File: src/rtl/snco_pkg.sv
package snco_pkg;

    localparam int WORD_W  = 32;
    localparam int BYTE_W  = 8;
    localparam int N_BYTES = WORD_W / BYTE_W;
    localparam int IDX_W   = $clog2(N_BYTES);

    localparam logic [WORD_W-1:0] WORD_525 = 32'h21F07C1F;
    localparam logic [WORD_W-1:0] WORD_625 = 32'h2A098ACB;

    typedef struct packed {
        logic              hit;
        logic [IDX_W-1:0]  idx;
        logic [BYTE_W-1:0] data;
    } byte_wr_t;

    function automatic logic [IDX_W-1:0] last_idx();
        return IDX_W'(N_BYTES - 1);
    endfunction

endpackage

File: src/rtl/snco_seq_track.sv
module snco_seq_track
    import snco_pkg::*;
#(
    parameter int               ADDR_W    = 8,
    parameter logic [ADDR_W-1:0] BASE_ADDR = 8'h8C
) (
    input  logic              clk,
    input  logic              rst,
    input  logic              wr_en,
    input  logic [ADDR_W-1:0] wr_addr,
    input  logic [BYTE_W-1:0] wr_data,
    output byte_wr_t          bw,
    output logic              commit
);

    logic [ADDR_W-1:0] offset;
    logic [IDX_W-1:0]  expect_q;

    always_comb begin
        offset  = wr_addr - BASE_ADDR;
        bw.hit  = wr_en && (offset < ADDR_W'(N_BYTES));
        bw.idx  = offset[IDX_W-1:0];
        bw.data = wr_data;
        commit  = bw.hit && (bw.idx == last_idx()) && (expect_q == last_idx());
    end

    always_ff @(posedge clk) begin
        if (rst) begin
            expect_q <= '0;
        end else if (bw.hit) begin
            if (bw.idx == expect_q)
                expect_q <= (bw.idx == last_idx()) ? '0 : expect_q + IDX_W'(1);
            else if (bw.idx == '0)
                expect_q <= IDX_W'(1);
            else
                expect_q <= '0;
        end
    end

    // a byte other than the expected one or byte 0 drops the sequence
    assert_restart_R5: assert property (@(posedge clk) disable iff (rst)
        (bw.hit && bw.idx != expect_q && bw.idx != '0) |=> (expect_q == '0));

    // foreign subaddresses leave the tracker untouched
    assert_foreign_ignored_R6: assert property (@(posedge clk) disable iff (rst)
        (!bw.hit) |=> $stable(expect_q));

    // a commit ends the sequence
    assert_commit_ends_R4: assert property (@(posedge clk) disable iff (rst)
        commit |=> (expect_q == '0));

endmodule

File: src/rtl/snco_word_regs.sv
module snco_word_regs
    import snco_pkg::*;
#(
    parameter logic [WORD_W-1:0] RESET_WORD = WORD_525
) (
    input  logic              clk,
    input  logic              rst,
    input  byte_wr_t          bw,
    input  logic              commit,
    output logic [WORD_W-1:0] active
);

    logic [WORD_W-1:0] shadow_q;
    logic [WORD_W-1:0] active_q;
    logic [WORD_W-1:0] staged;

    for (genvar g = 0; g < N_BYTES; g++) begin : g_byte
        always_ff @(posedge clk) begin
            if (rst)
                shadow_q[g*BYTE_W +: BYTE_W] <= RESET_WORD[g*BYTE_W +: BYTE_W];
            else if (bw.hit && bw.idx == IDX_W'(g))
                shadow_q[g*BYTE_W +: BYTE_W] <= bw.data;
        end
    end

    always_comb begin
        staged = shadow_q;
        staged[WORD_W-1 -: BYTE_W] = bw.data;
    end

    always_ff @(posedge clk) begin
        if (rst)
            active_q <= RESET_WORD;
        else if (commit)
            active_q <= staged;
    end

    assign active = active_q;

    // without a commit the running word does not move
    assert_active_hold_R3: assert property (@(posedge clk) disable iff (rst)
        (!commit) |=> $stable(active_q));

    // reset loads the default word
    assert_reset_word_R1: assert property (@(posedge clk)
        rst |=> (active_q == RESET_WORD));

    // only a hit write changes the shadow copy
    assert_shadow_hold_R2: assert property (@(posedge clk) disable iff (rst)
        (!bw.hit) |=> $stable(shadow_q));

endmodule

File: src/rtl/snco_phase_acc.sv
module snco_phase_acc
    import snco_pkg::*;
#(
    parameter int OUT_W = 16
) (
    input  logic              clk,
    input  logic              rst,
    input  logic              run_en,
    input  logic              phase_clr,
    input  logic [WORD_W-1:0] inc,
    output logic [OUT_W-1:0]  phase_out
);

    logic [WORD_W-1:0] acc_q;

    always_ff @(posedge clk) begin
        if (rst || phase_clr)
            acc_q <= '0;
        else if (run_en)
            acc_q <= acc_q + inc;
    end

    assign phase_out = acc_q[WORD_W-1 -: OUT_W];

    // clear wins over run
    assert_clear_zero_R9: assert property (@(posedge clk) disable iff (rst)
        phase_clr |=> (acc_q == '0));

    // idle accumulator holds
    assert_idle_hold_R7: assert property (@(posedge clk) disable iff (rst)
        (!run_en && !phase_clr) |=> $stable(acc_q));

endmodule

File: src/rtl/subcarrier_nco.sv
module subcarrier_nco
    import snco_pkg::*;
#(
    parameter int                ADDR_W     = 8,
    parameter logic [ADDR_W-1:0] BASE_ADDR  = 8'h8C,
    parameter logic [31:0]       RESET_WORD = 32'h21F07C1F,
    parameter int                OUT_W      = 16
) (
    input  logic              clk,
    input  logic              rst,
    input  logic              wr_en,
    input  logic [ADDR_W-1:0] wr_addr,
    input  logic [7:0]        wr_data,
    input  logic              run_en,
    input  logic              phase_clr,
    output logic [OUT_W-1:0]  phase_out
);

    byte_wr_t          bw;
    logic              commit;
    logic [WORD_W-1:0] active;

    snco_seq_track #(
        .ADDR_W    (ADDR_W),
        .BASE_ADDR (BASE_ADDR)
    ) u_track (
        .clk     (clk),
        .rst     (rst),
        .wr_en   (wr_en),
        .wr_addr (wr_addr),
        .wr_data (wr_data),
        .bw      (bw),
        .commit  (commit)
    );

    snco_word_regs #(
        .RESET_WORD (RESET_WORD)
    ) u_regs (
        .clk    (clk),
        .rst    (rst),
        .bw     (bw),
        .commit (commit),
        .active (active)
    );

    snco_phase_acc #(
        .OUT_W (OUT_W)
    ) u_acc (
        .clk       (clk),
        .rst       (rst),
        .run_en    (run_en),
        .phase_clr (phase_clr),
        .inc       (active),
        .phase_out (phase_out)
    );

    // a commit always comes from a byte-3 write
    assert_commit_on_last_R4: assert property (@(posedge clk) disable iff (rst)
        commit |-> (bw.hit && bw.idx == last_idx()));

endmodule

File: config.mk
export PLATFORM = sky130hd
export DESIGN_NAME = subcarrier_nco
export DESIGN_NICKNAME = d
export VERILOG_FILES = /design/src/rtl/snco_pkg.sv /design/src/rtl/snco_seq_track.sv /design/src/rtl/snco_word_regs.sv /design/src/rtl/snco_phase_acc.sv /design/src/rtl/subcarrier_nco.sv
export SDC_FILE = /design/constraint.sdc
export NUM_CORES = 1
export LEC_CHECK = 0
export ABC_AREA = 1
export BUFFER_PORTS_ARGS = -buffer_cell sky130_fd_sc_hd__buf_2
export CAP_MARGIN = 20
export CORE_MARGIN = 5
export CORE_UTILIZATION = 45
export CTS_BUF_LIST = sky130_fd_sc_hd__clkbuf_4
export DETAILED_ROUTE_END_ITERATION = 10
export GPL_TIMING_DRIVEN = 0
export PLACE_DENSITY_LB_ADDON = 0.1
export SLEW_MARGIN = 10
export SYNTH_ARGS = -nofsm -noshare
export SYNTH_HDL_FRONTEND = slang
export SYNTH_SLANG_ARGS = --single-unit
File: constraint.sdc
create_clock -name clk -period 3.5 [get_ports clk]
set_input_delay 0.875 -clock clk [delete_from_list [all_inputs] [get_ports clk]]
set_output_delay 0.875 -clock clk [all_outputs]
set_load 0.005 [all_outputs]
### Word level (Yosys, flattened, before mapping)

Index checks and enable logic that the tools add are counted.

* $add $sub $neg: 3
* $lt $le $gt $ge: 1
* equal/unequal tests: 5
* mux-type cells: 3
* reduce and logical (&&, ||, !) cells: 8

Operators with widths (number)
* adder 32 bit: 1
* less-than comparator 8 x 3 -> 1 bit (second input constant): 1
* subtractor 8 bit (second input constant): 1
* == test 2 bit (second input constant): 3
* logical AND 1 bit: 6
* two-way mux 2 bit: 2
* adder 2 x 1 -> 2 bit (second input constant): 1
* == test 2 x 1 -> 1 bit (second input constant): 1
* == test 2 bit: 1
* zero test 2 bit: 1
* logical OR 1 bit: 1
* two-way mux 1 bit: 1

* register bits after elaboration: 90
* bits of input ports: 21
* output and inout bits: 16
* word-level logic and storage cells: 26

### Depth between registers and ports, before layout

Gate-level depths: netlist of run 1.

* word-level depth: 5
* depth in mapped cells: 14
* mapped depth without buffers: 14

### Hierarchy

Synthesis of run 1 repeated with hierarchy kept, for this count alone.

* cells, all modules: 1005
* area, all modules: 6149.6 um2

By module, submodules not included
* snco_phase_acc: instances 1, cells an instance 695, area each 3802.4 um2
* snco_word_regs: instances 1, cells an instance 260, area each 2044.5 um2
* snco_seq_track: instances 1, cells an instance 50, area each 302.8 um2

### Worst setup path before layout of run 1

Ideal clock, no wire load.

* path type: in2reg
* start point: input port wr_addr[3]
* end point: register u_regs.active_q[16], in the netlist u_regs.active[16]
* data arrival time: 1.996 ns
* required time: 3.430 ns
* path slack: 1.434 ns
* cell stages on the path: 8
* cells stage by stage: inv_1 > nor2_1 > nand2_1 > nor4_4 > nand4_2 > clkbuf_1 > buf_2 > a21oi_1

* cells in the longest elaborated chain, start to end: 5

Ends and longest elaborated chain
* from (decl): line subcarrier_nco.sv:12 `input logic [ADDR_W-1:0] wr_addr,`
* subtractor 8 bit: line snco_seq_track.sv:20 `offset = wr_addr - BASE_ADDR;`
* less-than comparator 8 x 3 -> 1 bit: line snco_seq_track.sv:21 `bw.hit = wr_en && (offset < ADDR_W'(N_BYTES));`
* logical AND 1 bit: line snco_seq_track.sv:21
* logical AND 1 bit
* logical AND 1 bit: line snco_seq_track.sv:24 `commit = bw.hit && (bw.idx == last_idx()) && (expect_q == last_idx());`
* to (signal assigned): line snco_word_regs.sv:35 `active_q <= staged;`
* to (decl): line snco_word_regs.sv:14 `logic [WORD_W-1:0] active_q;`

No other way between the ends.
A chain may end at the register's enable or synchronous reset.

### Worst setup path after layout of run 1

* start point: register u_regs.active_q[0], in the netlist u_regs.active[0]
* end point: register u_acc.acc_q[22]

* cells in the longest elaborated chain, start to end: 1

Ends and longest elaborated chain
* adder 32 bit: line snco_phase_acc.sv:20 `acc_q <= acc_q + inc;`
* to (signal assigned): line snco_phase_acc.sv:20
* to (decl): line snco_phase_acc.sv:14 `logic [WORD_W-1:0] acc_q;`

No other way between the ends.

==> results of run 1 <==
## registers in the layout, indices dropped and copies added, names as in the netlist
| register | count |
|---|---|
| u_regs.active | 32 |
| u_regs.shadow_q | 24 |
| u_acc.acc_q | 32 |
| u_track.expect_q | 2 |
## where the power goes
part / internal, mW / total, mW / leakage (nW) / switching, mW
Sequential: 1.04 / 1.06 / 0.730 / 0.0130
Combinational: 0.102 / 0.286 / 2.46 / 0.184
Clock: 0.163 / 0.558 / 0.0682 / 0.394
## final cells by class
type | instances | area (um2)
Tap cell | 147 | 183.9
Inverter | 123 | 461.7
Timing Repair Buffer | 36 | 180.2
Clock inverter | 6 | 47.55
Sequential cell | 90 | 1802
Buffer | 40 | 212.7
Clock buffer | 10 | 75.07
Fill cell | 1325 | 6012
Multi-Input combinational cell | 609 | 2987
## cells in the final DEF, fill, tap and decap left out
| cell | n |
|---|---|
| a211oi_1 | 1 |
| a21o_1 | 1 |
| a21oi_1 | 64 |
| and2_1 | 2 |
| buf_1 | 1 |
| buf_2 | 38 |
| buf_4 | 16 |
| clkbuf_1 | 21 |
| clkbuf_4 | 10 |
| clkinv_1 | 1 |
| clkinv_2 | 1 |
| clkinvlp_4 | 1 |
| dfxtp_1 | 90 |
| fa_1 | 1 |
| ha_1 | 32 |
| inv_1 | 122 |
| inv_6 | 4 |
| nand2_1 | 246 |
| nand3_1 | 64 |
| nand4_1 | 5 |
| nand4_2 | 1 |
| nor2_1 | 107 |
| nor3_1 | 5 |
| nor4_1 | 1 |
| nor4_4 | 1 |
| o211ai_1 | 5 |
| o21ai_0 | 50 |
| o21bai_1 | 6 |
| or2_2 | 2 |
| xor2_1 | 15 |
## per-layer routing
layer | global-route usage [%] | vias up
met5 | 0 | -
met4 | 6.299 | 0
met3 | 2.806 | 18
met2 | 37.41 | 94
met1 | 27.81 | 2387
li1 | - | 2807
## cell families after synthesis
family,Yosys count,share of synthesized area [%]
compound gates,127,12.23
xor+xnor,15,2.405
fa+ha+maj,33,7.696
buf+inv,163,12.35
flops,90,32.98
simple gates,434,32.34
## critical path: cells and delay by family (launching register included)
kind                       cells  cell delay, ns
and+or+nand+nor               11            1.08
buffers and inverters          1            0.03
adders and majority gates      2            0.67
DFF                            1            0.36
## worst max path at each step
| stage | endpoint | depth (start not counted) |
|---|---|---|
| 2_1_floorplan | u_regs.active[16] | 8 |
| 3_3_place_gp | u_regs.active[25] | 8 |
| 3_5_place_dp | u_regs.active[27] | 8 |
| 4_1_cts | u_acc.acc_q[22] | 14 |
| 5_1_grt | u_acc.acc_q[22] | 14 |
| 6_report | u_acc.acc_q[22] | 14 |
## through the flow
stage	instances	total power, mW	setup WS, ns
after detailed placement	1045	1.363	1.022
final	1061	1.899	1.272
after global placement	1045	1.358	1.076
after floorplan	862	1.274	1.434
after CTS	1061	1.920	1.265
after global routing	1061	2.007	1.064
==> metrics.md, run 1 <==
| Metric | Value |
|---|---|
| Worst VDD drop | `0.0002546 V` |
| Die Y | `120.2 um` |
| Most frequent CP cell | `nand2_1` |
| Final WL | `14910 um` |
| CP startpoint | `u_regs.active[0]` |
| Slew headroom | `59.25%` |
| Crit path required time | `3.89 ns` |
| Worst Hold Class | `reg2reg` |
| Slowest-stage cell, CP | `fa_1` |
| Clock Path Buffers | `2` |
| Wire length of the first global-routing pass | `24710 um` |
| Final setup viols | `0` |
| Ys async rst share | `0%` |
| Critical Path Max Stage Delay | `0.44 ns` |
| Final Instance Area | `5949 um2` |
| Leakage power | `3.259 nW` |
| Kind of critical path | `reg2reg` |
| Iter 0 DRT Violations | `325` |
| Pwr/cell area | `319.2 nW/um2` |
| R2R Setup Slk | `1.27 ns` |
| Die width | `120.2 um` |
| Status | `finished clean` |
| DRT antenna net count | `0` |
| Largest net degree at the start of global routing | `17` |
| Post-Route Setup TNS | `0 ns` |
| Vias in the first global route | `5061` |
| Max-cap viol count | `0` |
| Area leader, netlist | `dfxtp_1` |
| Clk sinks | `90` |
| Drt via density | `5.001` |
| IO buf count | `36` |
| Die area | `14440 um2` |
| Synth top cells by count | `nand2_1 (246), inv_1 (122), nor2_1 (107)` |
| Mapped Avg Cell Area | `6.337 um2` |
| Final Slew Violations | `0` |
| R2R Path End | `u_acc.acc_q[22]` |
| Post-CTS sizing | `0` |
| RSZ-0062 raised after global routing | `false` |
| Hold_sp | `u_regs.active[30]` |
| Crit path DAT | `2.62 ns` |
| GRT Util Overall | `21.50%` |
| Cell Area, Placed | `5827 um2` |
| Syn Nets | `916` |
| Area Overhead vs Synth | `8.910%` |
| Post-synth EDFFs | `0` |
| FP Rows | `40` |
| Area contributors post-synth | `dfxtp_1 (33%), nand2_1 (17%), inv_1 (8.4%)` |
| Final core occ | `49.74%` |
| Hold-fix buffers, CTS | `0` |
| WL per Instance | `14.05 um` |
| Ant. Diodes | `0` |
| Cells on worst reg2reg path | `14` |
| Routed wl met3 | `605 um` |
| IO Pins | `37` |
| Final HPWL from detailed placement | `12090 um` |
| Reg-to-Reg Start | `u_regs.active[0]` |
| Cell with the most instances after synthesis | `nand2_1` |
| Hold Path Cell Cnt | `2` |
| Worst skew pair latency | `0.47 ns` |
| Layout Skew | `0.02102 ns` |
| TritonCTS buffer count | `9` |
| Area fraction of the dominant cell type after synthesis | `32.98%` |
| Root buffer selected by CTS | `clkbuf_4` |
| Final net count | `963` |
| Final period utilization | `63.66%` |
| Sequential area share after synthesis | `32.98%` |
| Synth cell types | `26` |
| WHS Endpoint | `u_regs.active[30]` |
| Initial Util | `45.67%` |
| Min cycle time layout | `2.228 ns` |
| Core area | `11960 um2` |
| DR pass1 iterations | `5` |
| Layout cells sized above 1 | `8.096%` |
| Met1 WL | `6981 um` |
| Antenna violations before repair | `0` |
| Worst setup EP type | `register` |
| Top sig layer | `met4` |
| Post-Synthesis Cells | `862` |
| CP Launch Type | `register` |
| CTS H-tree depth | `3` |
| Grt total ovfl | `0` |
| CTS tree | `yes` |
| Worst Tran Pin Value | `0.6113 ns` |
| GPL Wtd Cong | `0.9414` |
| Remaining routing DRC violations | `0` |
| Yosys Warn Count | `0` |
| Final hold viol count | `0` |
| Clk slew on worst S/H paths | `0.15 ns` |
| Fin Hold WS | `0.4714 ns` |
| FF+latch count, synth | `90` |
| Via count | `5306` |
| Met2 wire length | `7071 um` |
| Crit path max fanout | `4` |
| Post-CTS Setup Repair Bufs | `0` |
| Critical-path cell list | `ha_1 > fa_1 > nand3_1 > nand2_1 > nand2_1 > nand2_1 > nand3_1 > nand2_1 > nand2_1 > nand2_1 > nand2_1 > nand3_1 > nand2_1 > inv_1` |
| Synthesized cell area | `5463 um2` |
| Ys flop type | `dfxtp_1` |
| Max frequency | `448.8 MHz` |
(Power assumes the default switching activity.)
==> run 2, diff against run 1 <==
ABC_AREA = 0   (was 1)
clock period = 1.89 ns   (was 3.5 ns; I/O delays follow)
==> metrics.md, run 2 <==
| Metric | Value |
|---|---|
| Status | `complete, but fails checks` |
| Failing checks | `setup timing` |
| Switching Fraction | `28.41% (-2.7 points)` |
| Area fraction of the dominant cell type after synthesis | `35.46% (+2.5 points)` |
| CTS tree | `yes` |
| Max frequency | `397.9 MHz (-11%)` |
| Worst Tran Pin Value | `0.8184 ns (+0.2072 ns)` |
| Area of the multi-input gates | `3347 um2 (+12%)` |
| Final non-filler cell total | `828 (-22%)` |
| CTS H-tree depth | `3 (unchanged)` |
| Total Power | `3.724 mW (+96%)` |
| Root buffer selected by CTS | `clkbuf_4` |
| Final hold viol count | `0 (unchanged)` |
| Worst setup EP type | `register` |
| Min cycle time layout | `2.513 ns (+0.2852 ns)` |
| Sequential area share after synthesis | `35.46% (+2.5 points)` |
| Kind of critical path | `reg2reg` |
| Slew headroom | `45.44% (-14 points)` |
| Leading cell types in the layout, fill and taps excluded | `nand2_1 (95), dfxtp_1 (69), nor2_1 (45)` |
| Fin Hold WS | `0.2742 ns (-0.1972 ns)` |
| Logic pwr share | `16.7% (+1.6 points)` |
| Final HPWL from detailed placement | `9708 um (-20%)` |
| Layout Skew | `0.02417 ns (+0.003152 ns)` |
| Synth cell types | `57 (+120%)` |
| Post-synth EDFFs | `0 (unchanged)` |
| DRT antenna net count | `0 (unchanged)` |
| GPL Wtd Cong | `0.8830 (-6.2%)` |
| Grt total ovfl | `0 (unchanged)` |
| Final core occ | `58.02% (+8.3 points)` |
| Commonest non-fill, non-tap cell in the layout | `nand2_1` |
| Crit path max fanout | `6 (+2)` |
| DR pass1 iterations | `4 (-1)` |
| Crit path required time | `2.21 ns (-1.68 ns)` |
| Worst skew pair latency | `0.47 ns (about the same)` |
| Final net count | `737 (-23%)` |
| Initial Util | `46.46% (+0.80 points)` |
| Slowest-stage cell, CP | `a311oi_2` |
| Cell with the most instances after synthesis | `nand2_1` |
| Syn Nets | `660 (-28%)` |
| Remaining routing DRC violations | `0 (unchanged)` |
| Critical Path Max Stage Delay | `0.39 ns (-0.05 ns)` |
| Final WS setup | `-0.6234 ns (-1.895 ns)` |
| Largest net degree at the start of global routing | `16 (-1)` |
| FF+latch count, synth | `90 (unchanged)` |
| Final WL | `13520 um (-9.3%)` |
| Net Sw Power | `1.058 mW (+79%)` |
| IO buf count | `35 (-2.8%)` |
| Reg power frac | `52.3% (-3.3 points)` |
| Int Power | `2.666 mW (+100%)` |
| Iter 0 DRT Violations | `197 (-39%)` |
| Die width | `116.3 um (-3.3%)` |
| Clk sinks | `90 (unchanged)` |
| Die Y | `116.3 um (-3.3%)` |
| Final setup viols | `26 (+26)` |
| Antenna violations before repair | `0 (unchanged)` |
| Drt via density | `5.360 (+7.2%)` |
| Final Slew Violations | `0 (unchanged)` |
| Ant. Diodes | `0 (unchanged)` |
| Clk slew on worst S/H paths | `0.16 ns (about the same)` |
| Core area | `10940 um2 (-8.6%)` |
| Filler cells | `1008 (-24%)` |
| Worst VDD drop | `0.0005040 V (+98%)` |
| Post-Synthesis Cells | `606 (-30%)` |
| Vias in the first global route | `4407 (-13%)` |
| Die area | `13520 um2 (-6.4%)` |
| Ys async rst share | `0% (unchanged)` |
| Register Area | `1833 um2 (+1.7%)` |
| RSZ-0062 raised after global routing | `true` |
| Wire length of the first global-routing pass | `22080 um (-11%)` |
| Area Overhead vs Synth | `24.87%` |
| IO Pins | `37 (unchanged)` |
| Pwr/cell area | `586.9 nW/um2 (+84%)` |
| Max-cap viol count | `0 (unchanged)` |
| GRT Util Overall | `20.99% (-0.50 points)` |
| Crit path DAT | `2.84 ns (+0.22 ns)` |
| FP Rows | `38 (-5.0%)` |
| Share of total power in the clock network | `31.0% (+1.6 points)` |
| Critical-path cell list | `ha_4 > and3_2 > nand4_1 > a311oi_2 > a211oi_2 > buf_4 > o31ai_4 > o21ai_1 > xor2_1 > a211oi_2` |
| Clock Path Buffers | `2 (unchanged)` |
| Area contributors post-synth | `dfxtp_1 (35%), ha_1 (7.9%), nand2_1 (7.0%)` |
| Synth top cells by count | `nand2_1 (95), dfxtp_1 (90), nor2_1 (49)` |
| Area leader, netlist | `dfxtp_1` |
| Worst Hold Class | `in2reg` |
| WL per Instance | `16.33 um (+16%)` |
| TritonCTS buffer count | `9 (unchanged)` |
| Yosys Warn Count | `0 (unchanged)` |
| Pre-CTS setup slack | `-0.7883 ns (-1.810 ns)` |
| Via count | `4438 (-16%)` |
| CP Launch Type | `register` |
| Final period utilization | `133.0% (+69 points)` |
| Placed cell count | `781 (-25%)` |
| Leakage power | `2.664 nW (-18%)` |
| Mapped Avg Cell Area | `8.385 um2 (+32%)` |
| Synthesized cell area | `5081 um2 (-7.0%)` |
| Layout cells sized above 1 | `29.07% (+21 points)` |
| Most frequent CP cell | `a211oi_2` |
| Ys flop type | `dfxtp_1` |
run 2: cell count changes after synthesis, moves of 6 or more:
cell | previous run | this run
xor2_1 | 15 | 9
a31oi_1 | 0 | 6
nand3_1 | 64 | 14
inv_1 | 122 | 13
xnor2_1 | 0 | 17
nor2b_1 | 0 | 16
o21ai_0 | 50 | 31
nand2_1 | 246 | 95
a21o_1 | 1 | 14
a21oi_1 | 64 | 48
mux2i_1 | 0 | 26
nor2_1 | 107 | 49
nand3b_1 | 0 | 16
a211o_1 | 0 | 17
run 2: cell type report:
class	instances	share of cell area (%)
plain buffers	46	5.798
flip-flops and latches	90	28.89
clock inverters	5	0.9466
inverters	13	0.7691
well taps	140	2.761
multi-input cells	457	52.75
clock buffers	11	1.302
repair buffers	66	6.784
run 2: critical path: cells and delay by family (launching register included):
family          cells  cell delay, ns
compound gates      5            0.89
simple gates        2            0.39
flops               1            0.38
fa+ha+maj           1            0.32
xor+xnor            1            0.23
buf+inv             1            0.17
run 2: kinds of logic (layout without fill, tap and decap cells):
| kind of cell | count (synthesis) | after routing | synth area share [%] |
|---|---|---|---|
| simple gates | 227 | 227 | 21.13 |
| compound gates | 145 | 145 | 18.54 |
| flops | 90 | 90 | 35.46 |
| buf+inv | 59 | 141 | 6.994 |
| fa+ha+maj | 33 | 33 | 8.274 |
| xor+xnor | 26 | 26 | 4.482 |
| mux | 26 | 26 | 5.122 |
run 2: repair_timing:
| item | 4_1_cts | 5_1_grt |
|---|---|---|
| hold buffers | 0 | 0 |
| endpoints found under the setup margin | 24 | 27 |
| buffers inserted | 27 | 5 |
| pin swaps | 35 | 19 |
| resized for setup | 45 | 26 |
run 2: final timing paths:
check / endpoint / from / depth (start not counted) / slack, ns
worst min-delay path: u_regs.shadow_q[12] / wr_data[4] / 2 / 0.27
worst min register to register: u_regs.active[5] / u_regs.shadow_q[5] / 2 / 0.46
worst max-delay path: u_acc.acc_q[29] / u_regs.active[17] / 10 / -0.62
worst max register to register: u_acc.acc_q[29] / u_regs.active[17] / 10 / -0.62
run 2: metrics by stage:
stage	TNS, ns	area [um2]
after detailed placement	-23.11	5687
after CTS	-9.637	6200
after floorplan	-2.220	5336
after global routing	-12.51	6345
final	-8.839	6345
after global placement	-21.49	5687
run 2: routing by layer:
metal	vias to the layer above	track usage (%)	wire length (um)
met2	65	36.69	6696
li1	2276	-	-
met1	2079	26.19	6167
met4	0	5.800	204
met3	18	4.352	452
met5	-	0	0
run 2: power groups by stage:
stage          logic, mW  clock network [mW]  registers [mW]
2_1_floorplan      0.358                   0            1.98
3_3_place_gp       0.483                   0            1.99
3_5_place_dp       0.491                   0            1.99
4_1_cts            0.582                1.18            1.95
5_1_grt            0.679                1.27            1.95
6_report           0.620                1.15            1.95
